`config.mk`:
```
export PLATFORM = sky130hd
export DESIGN_NAME = soft_irq_ctl
export DESIGN_NICKNAME = d
export VERILOG_FILES = /design/src/rtl/sic_pkg.sv /design/src/rtl/sic_addr_dec.sv /design/src/rtl/sic_pend_reg.sv /design/src/rtl/sic_prio.sv /design/src/rtl/sic_lvl_port.sv /design/src/rtl/soft_irq_ctl.sv
export SDC_FILE = /design/constraint.sdc
export NUM_CORES = 1
export LEC_CHECK = 0
export BUFFER_PORTS_ARGS = -buffer_cell sky130_fd_sc_hd__buf_2
export CORE_MARGIN = 5
export CORE_UTILIZATION = 35
export CTS_CLUSTER_DIAMETER = 60
export DETAILED_ROUTE_END_ITERATION = 8
export GPL_ROUTABILITY_DRIVEN = 1
export SYNTH_ARGS = -nofsm -noshare
export SYNTH_HDL_FRONTEND = slang
export SYNTH_SLANG_ARGS = --single-unit
```
`constraint.sdc`:
```
create_clock -name clk -period 2.1 [get_ports clk]
set_input_delay 0 -clock clk [delete_from_list [all_inputs] [get_ports clk]]
set_output_delay 0 -clock clk [all_outputs]
set_load 0.05 [all_outputs]
```
`src/rtl/sic_pkg.sv`:
```
package sic_pkg;
  localparam int unsigned WORD_W    = 32;
  localparam int unsigned LVL_W     = 4;
  localparam int unsigned SOFT_BASE = 16;
  localparam int unsigned ALIAS_BIT = 14;
  localparam int unsigned TOP_BIT   = 31;
  localparam logic [WORD_W-1:0] SOFT_MASK = 32'hFFFE_0000;

  typedef enum logic [1:0] {
    REG_PEND = 2'd0,
    REG_CLR  = 2'd1,
    REG_SET  = 2'd2,
    REG_RSV  = 2'd3
  } reg_sel_e;
endpackage

```
`src/rtl/sic_addr_dec.sv`:
```
module sic_addr_dec
  import sic_pkg::*;
#(
  parameter int unsigned NCPU    = 4,
  parameter int unsigned ADDR_W  = 16,
  parameter int unsigned IDX_LSB = 12,
  parameter int unsigned IDX_W   = 4
) (
  input  logic              bus_wr,
  input  logic              bus_rd,
  input  logic [ADDR_W-1:0] bus_addr,
  output logic [NCPU-1:0]   cpu_hit,
  output logic              do_clr,
  output logic              do_set,
  output logic              do_rd
);
  logic [IDX_W-1:0] idx;
  reg_sel_e         word;
  logic             in_range;
  logic             unused_addr;

  assign idx         = bus_addr[IDX_LSB +: IDX_W];
  assign word        = reg_sel_e'(bus_addr[3:2]);
  assign unused_addr = ^bus_addr;

  always_comb begin
    for (int i = 0; i < NCPU; i++) begin
      cpu_hit[i] = (idx == IDX_W'(i));
    end
  end

  assign in_range = |cpu_hit;
  assign do_clr   = bus_wr && in_range && (word == REG_CLR);
  assign do_set   = bus_wr && in_range && (word == REG_SET);
  assign do_rd    = bus_rd && in_range && (word == REG_PEND);
endmodule

```
`src/rtl/sic_pend_reg.sv`:
```
module sic_pend_reg
  import sic_pkg::*;
(
  input  logic              clk,
  input  logic              rst_n,
  input  logic              sel,
  input  logic              clr_en,
  input  logic              set_en,
  input  logic [WORD_W-1:0] wdata,
  input  logic              hw_hit,
  input  logic              hw_on,
  input  logic [LVL_W-1:0]  hw_lvl,
  output logic [WORD_W-1:0] pend_q,
  output logic [WORD_W-1:0] pend_d
);
  logic [WORD_W-1:0] clr_mask;
  logic [WORD_W-1:0] set_mask;
  logic [WORD_W-1:0] hw_bit;

  always_comb begin
    clr_mask = wdata & SOFT_MASK;
    if (wdata[ALIAS_BIT]) clr_mask[TOP_BIT] = 1'b1;
    set_mask = wdata & SOFT_MASK;
    hw_bit   = WORD_W'(1) << hw_lvl;
  end

  always_comb begin
    pend_d = pend_q;
    if (sel && clr_en) pend_d = pend_d & ~clr_mask;
    if (sel && set_en) pend_d = pend_d | set_mask;
    if (hw_hit) begin
      if (hw_on) pend_d = pend_d | hw_bit;
      else       pend_d = pend_d & ~hw_bit;
    end
  end

  always_ff @(posedge clk or negedge rst_n) begin
    if (!rst_n) pend_q <= '0;
    else        pend_q <= pend_d;
  end
endmodule

```
`src/rtl/sic_prio.sv`:
```
module sic_prio
  import sic_pkg::*;
(
  input  logic [WORD_W-1:0] pend,
  output logic [LVL_W-1:0]  level
);
  always_comb begin
    level = '0;
    for (int j = SOFT_BASE + 1; j < WORD_W; j++) begin
      if (pend[j]) level = LVL_W'(j - SOFT_BASE);
    end
  end
endmodule

```
`src/rtl/sic_lvl_port.sv`:
```
module sic_lvl_port
  import sic_pkg::*;
(
  input  logic             clk,
  input  logic             rst_n,
  input  logic [LVL_W-1:0] lvl_d,
  input  logic             ready,
  output logic             valid,
  output logic [LVL_W-1:0] data
);
  logic [LVL_W-1:0] cur_q;

  always_ff @(posedge clk or negedge rst_n) begin
    if (!rst_n) begin
      cur_q <= '0;
      valid <= 1'b0;
      data  <= '0;
    end else begin
      cur_q <= lvl_d;
      if (valid) begin
        if (ready) valid <= 1'b0;
      end else if (cur_q != '0) begin
        valid <= 1'b1;
        data  <= cur_q;
      end
    end
  end
endmodule

```
`src/rtl/soft_irq_ctl.sv`:
```
module soft_irq_ctl
  import sic_pkg::*;
#(
  parameter int unsigned NCPU   = 4,
  parameter int unsigned ADDR_W = 16,
  parameter int unsigned CPU_W  = 4
) (
  input  logic                  clk,
  input  logic                  rst_n,
  input  logic                  bus_wr,
  input  logic                  bus_rd,
  input  logic [ADDR_W-1:0]     bus_addr,
  input  logic [WORD_W-1:0]     bus_wdata,
  output logic [WORD_W-1:0]     bus_rdata,
  input  logic                  hw_post,
  input  logic [CPU_W-1:0]      hw_cpu,
  input  logic [LVL_W-1:0]      hw_lvl,
  input  logic                  hw_on,
  output logic [NCPU-1:0]       lvl_valid,
  input  logic [NCPU-1:0]       lvl_ready,
  output logic [NCPU*LVL_W-1:0] lvl_data
);
  logic [NCPU-1:0]   cpu_hit;
  logic              do_clr;
  logic              do_set;
  logic              do_rd;
  logic [WORD_W-1:0] pend_q [NCPU];
  logic [WORD_W-1:0] pend_d [NCPU];
  logic [LVL_W-1:0]  soft_lvl [NCPU];
  logic [WORD_W-1:0] rd_word;

  sic_addr_dec #(
    .NCPU    (NCPU),
    .ADDR_W  (ADDR_W),
    .IDX_LSB (12),
    .IDX_W   (CPU_W)
  ) u_dec (
    .bus_wr   (bus_wr),
    .bus_rd   (bus_rd),
    .bus_addr (bus_addr),
    .cpu_hit  (cpu_hit),
    .do_clr   (do_clr),
    .do_set   (do_set),
    .do_rd    (do_rd)
  );

  for (genvar g = 0; g < NCPU; g++) begin : g_cpu
    logic hw_hit;
    assign hw_hit = hw_post && (hw_cpu == CPU_W'(g)) && (hw_lvl != '0);

    sic_pend_reg u_pend (
      .clk    (clk),
      .rst_n  (rst_n),
      .sel    (cpu_hit[g]),
      .clr_en (do_clr),
      .set_en (do_set),
      .wdata  (bus_wdata),
      .hw_hit (hw_hit),
      .hw_on  (hw_on),
      .hw_lvl (hw_lvl),
      .pend_q (pend_q[g]),
      .pend_d (pend_d[g])
    );

    sic_prio u_prio (
      .pend  (pend_d[g]),
      .level (soft_lvl[g])
    );

    sic_lvl_port u_port (
      .clk   (clk),
      .rst_n (rst_n),
      .lvl_d (soft_lvl[g]),
      .ready (lvl_ready[g]),
      .valid (lvl_valid[g]),
      .data  (lvl_data[g*LVL_W +: LVL_W])
    );
  end

  always_comb begin
    rd_word = '0;
    for (int i = 0; i < NCPU; i++) begin
      if (cpu_hit[i]) rd_word = rd_word | pend_q[i];
    end
  end

  always_ff @(posedge clk or negedge rst_n) begin
    if (!rst_n)      bus_rdata <= '0;
    else if (bus_rd) bus_rdata <= do_rd ? rd_word : '0;
  end
endmodule

```
==> qor.csv, run 1 <==
metric;value;unit
grt total ovfl;0;
final slew viol count;0;
sum of net half-perimeters after detailed placement;19.1;mm
Antenna Cells;0;
post-synthesis instance area;9190;um^2
Synth Area in Adders;0;
vias per inst;5.65;
simple-gate area share of the yosys netlist;0.112;
clock tree sinks;191;
number of global-route vias before repair;7551;
average cell area after synthesis;10.4;um^2
critical path type;in -> reg;
H-tree lvl count;4;
launch instance of the worst min-delay path;bus_wdata[17];
post-layout net count;1099;
worst hold path type;in -> reg;
worst vdd rail ir drop;0.000543;V
detailed-routing iteration count for the pre-antenna-repair pass;6;
area enclosed by the die boundary;29600;um^2
sequential group share of total power;0.469;
fraction of the cycle the final worst path needs;0.931;
flop and latch count out of synthesis;191;
global router's overall resource usage;0.186;
clock network fraction of total power;0.422;
Slowest-stage cell, CP;dlygate4sd3_1;
maxcap violations;0;
largest net degree at the start of global routing;75;
synthesized instance count;885;
design internal power;6100;uW
routed wirelength normalized by instance count;19.7;um
crit path launch type;input pin;
initial antenna violation count;2;
width of the chip;172;um
sequential cell area;4780;um^2
skew final;0.0111;ns
wire length after detailed routing;27.2;mm
multiplexer share of the synthesized area;0.0939;
sw power;2180;uW
number of violations reported at the end of detailed-routing iteration 0;779;
total count of hold-check failures in the final report;0;
weighted congestion reported at the end of routability-driven placement;0.891;
filler instances;2523;
Hold Crit Depth;3;
syn_nets;951;
Post-synth EDFFs;0;
count of input and output buffers;90;
Placed Area;10600;um^2
global-route wire length before repair;43.0;mm
destination of the worst register-to-register timing path;g_cpu[2].u_port.cur_q[0];
CP bufs+invs;2;
final std cell area, no fill;11300;um^2
routed vias;7807;
Cell Chain, Critical Path;dlygate4sd3_1, buf_2, and2_1, a221oi_1, a31o_2, a221oi_2, o41ai_1;
Clk pin slew, worst setup/hold paths;0.08;ns
Initial Util;0.353;
number of endpoints failing setup at the final stage;0;
family of cells with the greatest summed delay on the critical path;compound AO/OA/AOI/OAI gates;
share of the yosys chip area belonging to registers;0.520;
Synth Area in Compound Gates;0.210;
number of buffers on the longest clock path;2;
floorplan die height;172;um
shortest period the worst path allows;1.96;ns
Worst-Margin Slew;1.06;ns
clock tree from TritonCTS;built;
max frequency;511;MHz
status;complete, no violations;
Logic pwr share;0.109;
WP data required;2.38;ns
Cell Count Post-Placement;1338;
cts bufs inserted;17;
Hold Path Sink;g_cpu[3].u_pend.pend_q[17];
area growth from synthesis to final layout;23.3;%
number of design rule violations left after detail routing;0;
count of cells resized by post-cts repair;0;
cell count of the worst reg-to-reg path;5;
crit end category;flip-flop;
fraction of layout instances using a drive strength above 1;0.298;
switching power as a share of total power;0.263;
flop-to-flop setup slack;0.22;ns
top flip-flop cell by instance count after synthesis;dfrtp_1;
Yosys warnings;0;
relative slew slack;0.293;
main combinational cell family by area after synthesis;compound AO/OA/AOI/OAI gates;
Synth cell types;51;
largest fanout of any net on the critical path;5;
Final Hold Slack;0.0268;ns
count of placed standard cells in the final layout, fillers left out;1381;
num ports;118;
static leakage;0.00486;uW
standard cell core area;26000;um^2
setup repair after global routing missed its margin;no;
total power density per cell area;731;nW/um^2
total area of multi-input combinational cells;3850;um^2
Tot Pwr;8280;uW
origin of the critical flop-to-flop path;g_cpu[2].u_pend.pend_q[19];
number of nets still failing antenna checks after routing;0;
standard-cell row count;59;
source-to-sink clock delay at the later pin of the worst-skew pair;0.44;ns
root buffer cell;clkbuf_16;
fraction of registers with async set or reset after synthesis;1.00;
parity-gate share of the synthesized area counting xor and xnor cells;0;
Critical Path AT;2.24;ns
delay contributed by the slowest stage of the critical path;0.53;ns
## layer usage
layer,wire [um],GRT usage
met1,12300,0.268
met2,12200,0.283
met3,2200,0.0398
met4,497,0.0547
met5,14,0
## worst min-delay path: cells and delay by family
kind            cells  cell delay [ns]
buf+inv             1             0.11
compound gates      1             0.15
simple gates        1             0.15
## kinds of logic (layout without fill, tap and decap cells)
logic type / Yosys count / in the layout
AOI/OAI and AO/OA: 267 / 267
and+or+nand+nor: 211 / 211
DFF: 191 / 191
buffers and inverters: 138 / 299
muxes: 77 / 77
other: 1 / 1
## power groups by stage
stage	clock network [uW]	registers [uW]	logic [uW]
floorplan	0	4020	409
global placement	0	3950	876
detailed placement	0	3950	882
CTS	3560	3880	901
global route	3720	3900	974
finish	3500	3880	900
## cell type report
class	instances	area share
inverter	69	0.0229
multi-input combinational	556	0.340
tap	335	0.0370
clock inverter	13	0.0154
timing repair buffer	198	0.123
clock buffer	19	0.0400
sequential	191	0.422
## worst max path at each step
stage / start / cells after the start / end / slack, ns
after global placement: bus_addr[3] / 9 / g_cpu[0].u_port.cur_q[0] / -0.20
after detailed placement: bus_addr[3] / 9 / g_cpu[2].u_port.cur_q[0] / -0.16
after CTS: bus_wdata[19] / 7 / g_cpu[2].u_port.cur_q[0] / 0.26
after global routing: bus_wdata[19] / 7 / g_cpu[2].u_port.cur_q[0] / 0.11
after floorplan: bus_addr[3] / 8 / g_cpu[0].u_port.cur_q[0] / 0.20
final: bus_wdata[19] / 7 / g_cpu[2].u_port.cur_q[0] / 0.14
## placed cells by master, fill, tap and decap left out, types with 11 or more instances in the layout
master	Yosys	layout
dfrtp_1	191	191
buf_2	11	89
buf_4	9	89
nor2_1	86	86
mux2_2	73	73
inv_1	69	69
a221oi_1	51	51
a31oi_1	48	48
o22ai_1	36	36
nand2_1	32	32
o21ai_0	30	30
a22o_1	26	26
a21oi_1	24	24
nand3_1	24	24
o31ai_1	19	19
clkbuf_16	0	17
nor4_1	14	14
dlygate4sd3_1	0	11
## Yosys cell counts (2+ instances only)
| cell | count | share of area |
|---|---|---|
| dfrtp_1 | 191 | 0.52 |
| nor2_1 | 86 | 0.035 |
| mux2_2 | 73 | 0.089 |
| inv_1 | 69 | 0.028 |
| a221oi_1 | 51 | 0.049 |
| a31oi_1 | 48 | 0.033 |
| clkbuf_1 | 46 | 0.019 |
| o22ai_1 | 36 | 0.025 |
| nand2_1 | 32 | 0.013 |
| o21ai_0 | 30 | 0.016 |
| a22o_1 | 26 | 0.025 |
| a21oi_1 | 24 | 0.013 |
| nand3_1 | 24 | 0.013 |
| o31ai_1 | 19 | 0.016 |
| nor4_1 | 14 | 0.0095 |
| buf_2 | 11 | 0.0060 |
| o2bb2ai_1 | 10 | 0.0095 |
| buf_4 | 9 | 0.0074 |
| nor2b_1 | 9 | 0.0061 |
| nand2b_1 | 7 | 0.0048 |
| nor3_1 | 7 | 0.0038 |
| and2_1 | 6 | 0.0041 |
| o41ai_1 | 6 | 0.0057 |
| or3_1 | 5 | 0.0034 |
| a31o_2 | 4 | 0.0038 |
| mux2i_1 | 4 | 0.0044 |
| a221oi_2 | 3 | 0.0049 |
| a311o_1 | 3 | 0.0033 |
| nand3b_1 | 3 | 0.0025 |
| buf_6 | 2 | 0.0025 |
| nand4_1 | 2 | 0.0014 |
| nand4b_1 | 2 | 0.0019 |
| nor3_2 | 2 | 0.0022 |
| o311ai_1 | 2 | 0.0019 |
| or2_2 | 2 | 0.0014 |
| or4b_2 | 2 | 0.0022 |
## through the flow
stage,setup slack (ns),util,setup TNS (ns)
floorplan,0.199,-,0
global placement,-0.198,0.408,-0.721
detailed placement,-0.156,0.408,-0.649
CTS,0.264,0.436,0
global route,0.111,0.436,0
finish,0.144,0.436,0
## sequential cells by signal, indices dropped and copies added, names as in the netlist
signal	count
g_cpu.u_port.valid	4
g_cpu.u_pend.pend_q	124
bus_rdata	31
g_cpu.u_port.data	16
g_cpu.u_port.cur_q	16
## repair_timing
item / in CTS / in global routing
buffers inserted: 0 / 0
hold buffers: 11 / 0
endpoints found under the hold margin: 166 / 0
(Power assumes the default switching activity.)
==> inputs of run 2 (changes only) <==
--- a/config.mk
+++ b/config.mk
@@ -13,2 +13,3 @@
 export GPL_ROUTABILITY_DRIVEN = 1
+export SETUP_SLACK_MARGIN = 0.3
 export SYNTH_ARGS = -nofsm -noshare
==> constraint.sdc (replaced) <==
create_clock -name clk -period 2.1 [get_ports clk]
set_input_delay 0.42 -clock clk [delete_from_list [all_inputs] [get_ports clk]]
set_output_delay 0.42 -clock clk [all_outputs]
set_load 0.05 [all_outputs]
==> run 2 against run 1 <==
Net effect: the run now ends with negative setup slack left; die area did not move; cell area rose by 15%; utilization rose by 6.5 points; critical path type unchanged; clock power barely moved; largest power group unchanged; first-iteration DRC count fell by 0.39%; final cell count rose by 7.2%.
==> qor.csv, run 2 (same netlist as run 1, synthesis figures left out) <==
metric;value;unit;change
status;finished with violations;;
violated checks;negative setup slack;;
Setup Slack @ Placement;-0.564;ns;-0.407 ns
sequential group share of total power;0.457;;-0.012
cts bufs inserted;17;;unchanged
number of buffers on the longest clock path;2;;unchanged
floorplan die height;172;um;unchanged
standard cell core area;26000;um^2;unchanged
total count of hold-check failures in the final report;0;;unchanged
routed vias;8292;;+6.2%
weighted congestion reported at the end of routability-driven placement;0.978;;+9.8%
routed wirelength normalized by instance count;21.0;um;+6.6%
area growth from synthesis to final layout;41.6;%;
number of nets still failing antenna checks after routing;0;;unchanged
Antenna Cells;0;;unchanged
num ports;118;;unchanged
standard-cell row count;59;;unchanged
Logic pwr share;0.132;;+0.023
source-to-sink clock delay at the later pin of the worst-skew pair;0.44;ns;about the same
final worst-path setup slack;-0.0250;ns;-0.169 ns
sw power;2350;uW;+7.8%
number of violations reported at the end of detailed-routing iteration 0;776;;-0.39%
number of endpoints failing setup at the final stage;3;;+3
relative slew slack;0.499;;+0.206
WP data required;2.42;ns;+0.04 ns
flip-flop count of the largest register after layout;124;;unchanged
number of design rule violations left after detail routing;0;;unchanged
skew final;0.00938;ns;-0.00172 ns
Cell Count Post-Placement;1429;;+6.8%
H-tree lvl count;4;;unchanged
root buffer cell;clkbuf_16;;
detailed-routing iteration count for the pre-antenna-repair pass;5;;-1
crit end category;flip-flop;;
max frequency;471;MHz;-8.0%
largest fanout of any net on the critical path;6;;+1
clock tree from TritonCTS;built;;
final slew viol count;0;;unchanged
clock tree sinks;191;;unchanged
worst hold path type;in -> reg;;
post-layout net count;1200;;+9.2%
highest-count cells in the layout ignoring fill and taps;dfrtp_1, buf_4, buf_2;;
largest net degree at the start of global routing;61;;-19%
critical path type;in -> reg;;
vias per inst;5.60;;-0.96%
area enclosed by the die boundary;29600;um^2;unchanged
grt total ovfl;0;;unchanged
maxcap violations;0;;unchanged
sequential cell area;4780;um^2;unchanged
global-route wire length before repair;48.1;mm;+12%
total power density per cell area;655;nW/um^2;-10%
design internal power;6170;uW;+1.1%
largest reg by FF count;g_cpu.u_pend.pend_q;;
fraction of layout instances using a drive strength above 1;0.444;;+0.146
fraction of the cycle the final worst path needs;1.01;;+0.0805
shortest period the worst path allows;2.12;ns;+0.169 ns
number of global-route vias before repair;8456;;+12%
Clk pin slew, worst setup/hold paths;0.07;ns;about the same
static leakage;0.00557;uW;+15%
Critical Path AT;2.45;ns;+0.21 ns
Worst-Margin Slew;0.749;ns;-0.308 ns
initial antenna violation count;0;;-2
worst vdd rail ir drop;0.000445;V;-18%
wire length after detailed routing;31.1;mm;+14%
Largest regs;g_cpu.u_pend.pend_q: 124 flops, bus_rdata: 31 flops;;
most frequent standard cell in the layout excluding fill and tap cells;dfrtp_1;;
count of input and output buffers;90;;unchanged
total area of multi-input combinational cells;4650;um^2;+21%
global router's overall resource usage;0.209;;+0.0230
filler instances;2319;;-8.1%
Initial Util;0.353;;unchanged
count of placed standard cells in the final layout, fillers left out;1481;;+7.2%
sum of net half-perimeters after detailed placement;21.9;mm;+15%
crit path launch type;input pin;;
clock network fraction of total power;0.411;;-0.011
width of the chip;172;um;unchanged
switching power as a share of total power;0.276;;+0.0126
setup repair after global routing missed its margin;yes;;
==> run 2: changes by cell type in the layout (fill, tap and decap cells not counted), moves of 12 or more <==
cell / previous run / this run
buf_4: 89 / 179
buf_6: 0 / 15
mux2_2: 73 / 58
mux2_4: 0 / 15
nor2_1: 86 / 60
nor2_4: 0 / 21
o21ai_0: 30 / 15
o21ai_1: 1 / 14
o31ai_1: 19 / 7
==> run 2: worst paths after layout <==
check	cells after the start	startpoint	slack (ns)	end
setup / recovery	11	bus_addr[15]	-0.02	g_cpu[3].u_port.cur_q[0]
hold / removal	2	lvl_ready[0]	0.15	g_cpu[0].u_port.valid
setup reg to reg	7	g_cpu[2].u_pend.pend_q[25]	0.35	g_cpu[2].u_port.cur_q[0]
hold reg to reg	0	g_cpu[2].u_pend.pend_q[0]	0.38	g_cpu[2].u_pend.pend_q[0]
max in group asynchronous	3	rst_n	0.99	g_cpu[3].u_pend.pend_q[30]
min in group asynchronous	2	rst_n	0.47	bus_rdata[2]
==> run 2: repair_timing <==
| action | 4_1_cts | 5_1_grt |
|---|---|---|
| buffers inserted | 12 | 6 |
| endpoints found under the setup margin | 50 | 46 |
| gates resized for setup | 67 | 63 |
| hold buffers | 1 | 0 |
| cloned | 1 | 1 |
| pin swaps | 23 | 25 |
| endpoints found under the hold margin | 37 | 0 |
==> run 2: per-layer routing <==
layer,routed length (um),global-route usage,vias to the layer above
li1,-,-,3797
met1,14300,0.293,4161
met2,14200,0.318,287
met3,1810,0.0498,47
met4,760,0.0707,0
met5,0,0,-
==> run 2: worst max-delay path, stage by stage <==
cell      delay (ns)
buf_8           0.10
or4b_4          0.63
buf_4           0.19
nor2_4          0.12
buf_6           0.13
a221oi_1        0.08
buf_4           0.16
buf_4           0.14
nor2b_1         0.13
a211oi_2        0.25
o41ai_2         0.10
==> run 2: power by group through the flow <==
stage | Sequential (uW) | Combinational, uW | Clock (uW)
global placement | 3960 | 1010 | 0
CTS | 3890 | 1070 | 3580
floorplan | 4020 | 444 | 0
global route | 3910 | 1200 | 3720
detailed placement | 3960 | 1010 | 0
finish | 3890 | 1120 | 3500
==> run 2: metrics by stage <==
step            util  power [uW]  setup TNS, ns  hold WS, ns  area, um^2
6_report       0.501        8520        -0.0345        0.147       13000
5_1_grt        0.501        8820         -0.239        0.140       13000
2_1_floorplan      -        4460          -1.75        0.124        9490
3_3_place_gp   0.444        4970         -19.18        0.366       11500
3_5_place_dp   0.444        4980         -19.86        0.368       11500
4_1_cts        0.484        8530              0        0.133       12600
==> run 2: area by class of cell <==
class                      instances  share of cell area
sequential                       191               0.367
tap                              335              0.0322
timing repair buffer             297               0.175
inverter                          69              0.0199
multi-input combinational        558               0.357
clock inverter                    14              0.0152
clock buffer                      17              0.0327
==> inputs of run 3 (changes only) <==
CORE_MARGIN = default   (was 5)
CTS_CLUSTER_DIAMETER = 40   (was 60)
PLACE_DENSITY = 0.59   (was default)
==> run 3 against run 2 <==
Net effect: the run now ends clean; non-clock buffer count down 8; wire length down 1.1%; critical path depth down 3; die area down 9.1%; hold slack better by 0.0048 ns; sequential share of layout area up 0.20 points; power up 2.4%; clock skew up 0.0012 ns; largest cell class unchanged.
==> qor.csv, run 3 (same netlist as run 1, synthesis figures left out) <==
metric;value;unit;change
status;complete, no violations;;
Worst-Margin Slew;0.734;ns;-0.0154 ns
weighted congestion reported at the end of routability-driven placement;0.954;;-2.5%
max frequency;477;MHz;+1.3%
highest-count cells in the layout ignoring fill and taps;dfrtp_1, buf_4, buf_2;;
routed wirelength normalized by instance count;20.9;um;-0.39%
total count of hold-check failures in the final report;0;;unchanged
number of global-route vias before repair;8220;;-2.8%
number of endpoints failing setup at the final stage;0;;-3
number of design rule violations left after detail routing;0;;unchanged
uppermost signal routing layer after detailed routing;met5;;
maxcap violations;0;;unchanged
fraction of the cycle the final worst path needs;0.999;;-0.0126
total power density per cell area;674;nW/um^2;+2.9%
num ports;118;;unchanged
standard cell core area;25500;um^2;-2.0%
area enclosed by the die boundary;26900;um^2;-9.1%
wire length after detailed routing;30.7;mm;-1.1%
floorplan die height;164;um;-4.7%
largest net degree at the start of global routing;61;;unchanged
area growth from synthesis to final layout;40.9;%;
crit path launch type;input pin;;
largest reg by FF count;g_cpu.u_pend.pend_q;;
setup repair after global routing missed its margin;yes;;
Met2 Routed Length;13.6;mm;-4.7%
source-to-sink clock delay at the later pin of the worst-skew pair;0.44;ns;about the same
H-tree lvl count;4;;unchanged
final slew viol count;0;;unchanged
detailed-routing iteration count for the pre-antenna-repair pass;8;;+3
grt total ovfl;0;;unchanged
Slowest-stage cell, CP;or4b_4;;
post-layout net count;1193;;-0.58%
Placed Area;11400;um^2;-1.7%
worst vdd rail ir drop;0.000425;V;-4.6%
global router's overall resource usage;0.235;;+0.0262
global-route wire length before repair;47.7;mm;-0.75%
worst hold path type;in -> reg;;
root buffer cell;clkbuf_16;;
Initial Util;0.361;;+0.00712
delay contributed by the slowest stage of the critical path;0.61;ns;-0.02 ns
initial antenna violation count;1;;+1
clock tree from TritonCTS;built;;
most frequent standard cell in the layout excluding fill and tap cells;dfrtp_1;;
number of buffers on the longest clock path;2;;unchanged
sum of net half-perimeters after detailed placement;20.7;mm;-5.4%
family of cells with the greatest summed delay on the critical path;simple AND/OR/NAND/NOR gates;;
WP data required;2.42;ns;about the same
flip-flop count of the largest register after layout;124;;unchanged
total routed wire length on the met1 layer;14.1;mm;-1.5%
critical path type;in -> reg;;
largest fanout of any net on the critical path;9;;+3
core occupancy in the finished layout;0.508;;+0.00733
number of nets still failing antenna checks after routing;0;;unchanged
Cell Chain, Critical Path;buf_12, or4b_4, buf_12, o31ai_4, a21oi_2, or3_4, a221oi_2, o41ai_1;;
crit end category;flip-flop;;
count of input and output buffers;90;;unchanged
Setup Slack @ Placement;-0.594;ns;-0.0307 ns
Largest regs;g_cpu.u_pend.pend_q: 124 flops, bus_rdata: 31 flops;;
summed negative setup slack over all endpoints;0;ns;+0.0345 ns
clock tree sinks;191;;unchanged
vias per inst;5.68;;+1.5%
standard-cell row count;58;;-1.7%
routed vias;8351;;+0.71%
static leakage;0.00553;uW;-0.70%
width of the chip;164;um;-4.7%
CP bufs+invs;2;;-3
most frequent cell on the critical path;buf_12;;
number of violations reported at the end of detailed-routing iteration 0;672;;-13%
relative slew slack;0.507;;+0.00860
final worst-path setup slack;0.00155;ns;+0.0265 ns
Critical Path AT;2.42;ns;-0.03 ns
Antenna Cells;0;;unchanged
skew final;0.0106;ns;+0.00120 ns
final std cell area, no fill;12900;um^2;-0.54%
shortest period the worst path allows;2.10;ns;-0.0265 ns
Clk pin slew, worst setup/hold paths;0.07;ns;about the same
cts bufs inserted;17;;unchanged
Detail Route met3 WL;2.19;mm;+21%
fraction of layout instances using a drive strength above 1;0.451;;+0.00672
## run 3: cell types whose count changed in the layout (fill, tap and decap cells not counted), moves of 5 or more
cell / delta
o31ai_4: +5
o31ai_2: -5
nor4_4: -5
a221oi_1: -12
buf_12: -5
a221oi_2: +13
## run 3: repair_timing
item | CTS | global route
buffers inserted | 16 | 6
pin swaps | 15 | 17
cloned | 3 | 0
resized for setup | 83 | 56
hold endpoints to repair | 39 | 0
hold buffers | 1 | 0
setup endpoints to repair | 44 | 38
## run 3: path summary, 6_finish.rpt
| path | start | end | slack (ns) | depth (start not counted) |
|---|---|---|---|---|
| worst max-delay path | bus_addr[15] | g_cpu[1].u_port.cur_q[0] | 0.002 | 8 |
| worst min-delay path | lvl_ready[0] | g_cpu[0].u_port.valid | 0.15 | 2 |
| worst max register to register | g_cpu[3].u_pend.pend_q[21] | g_cpu[3].u_port.cur_q[0] | 0.46 | 6 |
| worst min register to register | g_cpu[2].u_pend.pend_q[0] | g_cpu[2].u_pend.pend_q[0] | 0.38 | 0 |
| max in group asynchronous | rst_n | g_cpu[3].u_port.cur_q[2] | 0.97 | 3 |
| min in group asynchronous | rst_n | g_cpu[1].u_pend.pend_q[3] | 0.49 | 2 |
## run 3: stage by stage
| step | total power (uW) | hold WS, ns | cells |
|---|---|---|---|
| after detailed placement | 4950 | 0.367 | 1412 |
| after global routing | 9000 | 0.142 | 1470 |
| after global placement | 4950 | 0.365 | 1412 |
| final | 8720 | 0.152 | 1470 |
| after floorplan | 4460 | 0.124 | 885 |
| after CTS | 8700 | 0.141 | 1464 |
## run 3: where the power goes
group | internal (uW) | total [uW] | switching, uW | leakage [uW]
sequential | 3810 | 3900 | 87.9 | 0.00245
clock | 2190 | 3670 | 1480 | 0.000321
combinational | 453 | 1150 | 697 | 0.00276
total | 6450 | 8720 | 2270 | 0.00553
## run 3: worst register-to-register path, cell delays in order, from the launching register on
cell and delay [ns]:
dfrtp_1 0.38, inv_1 0.07, a221oi_2 0.35, buf_4 0.20
nor2b_1 0.17, a211oi_2 0.07, o41ai_1 0.29
## run 3: layer usage
layer  track usage  vias to the layer above
met5             0                        -
met3        0.0472                       75
li1              -                     3785
met2         0.348                      371
met4        0.0880                        2
met1         0.336                     4118
## run 3: final cells by class
class | instances | area, um^2
Timing Repair Buffer | 289 | 2150
Sequential cell | 191 | 4780
Clock inverter | 12 | 203
Multi-Input combinational cell | 559 | 4680
Fill cell | 2281 | 12500
Inverter | 69 | 259
Clock buffer | 20 | 457
Tap cell | 330 | 413
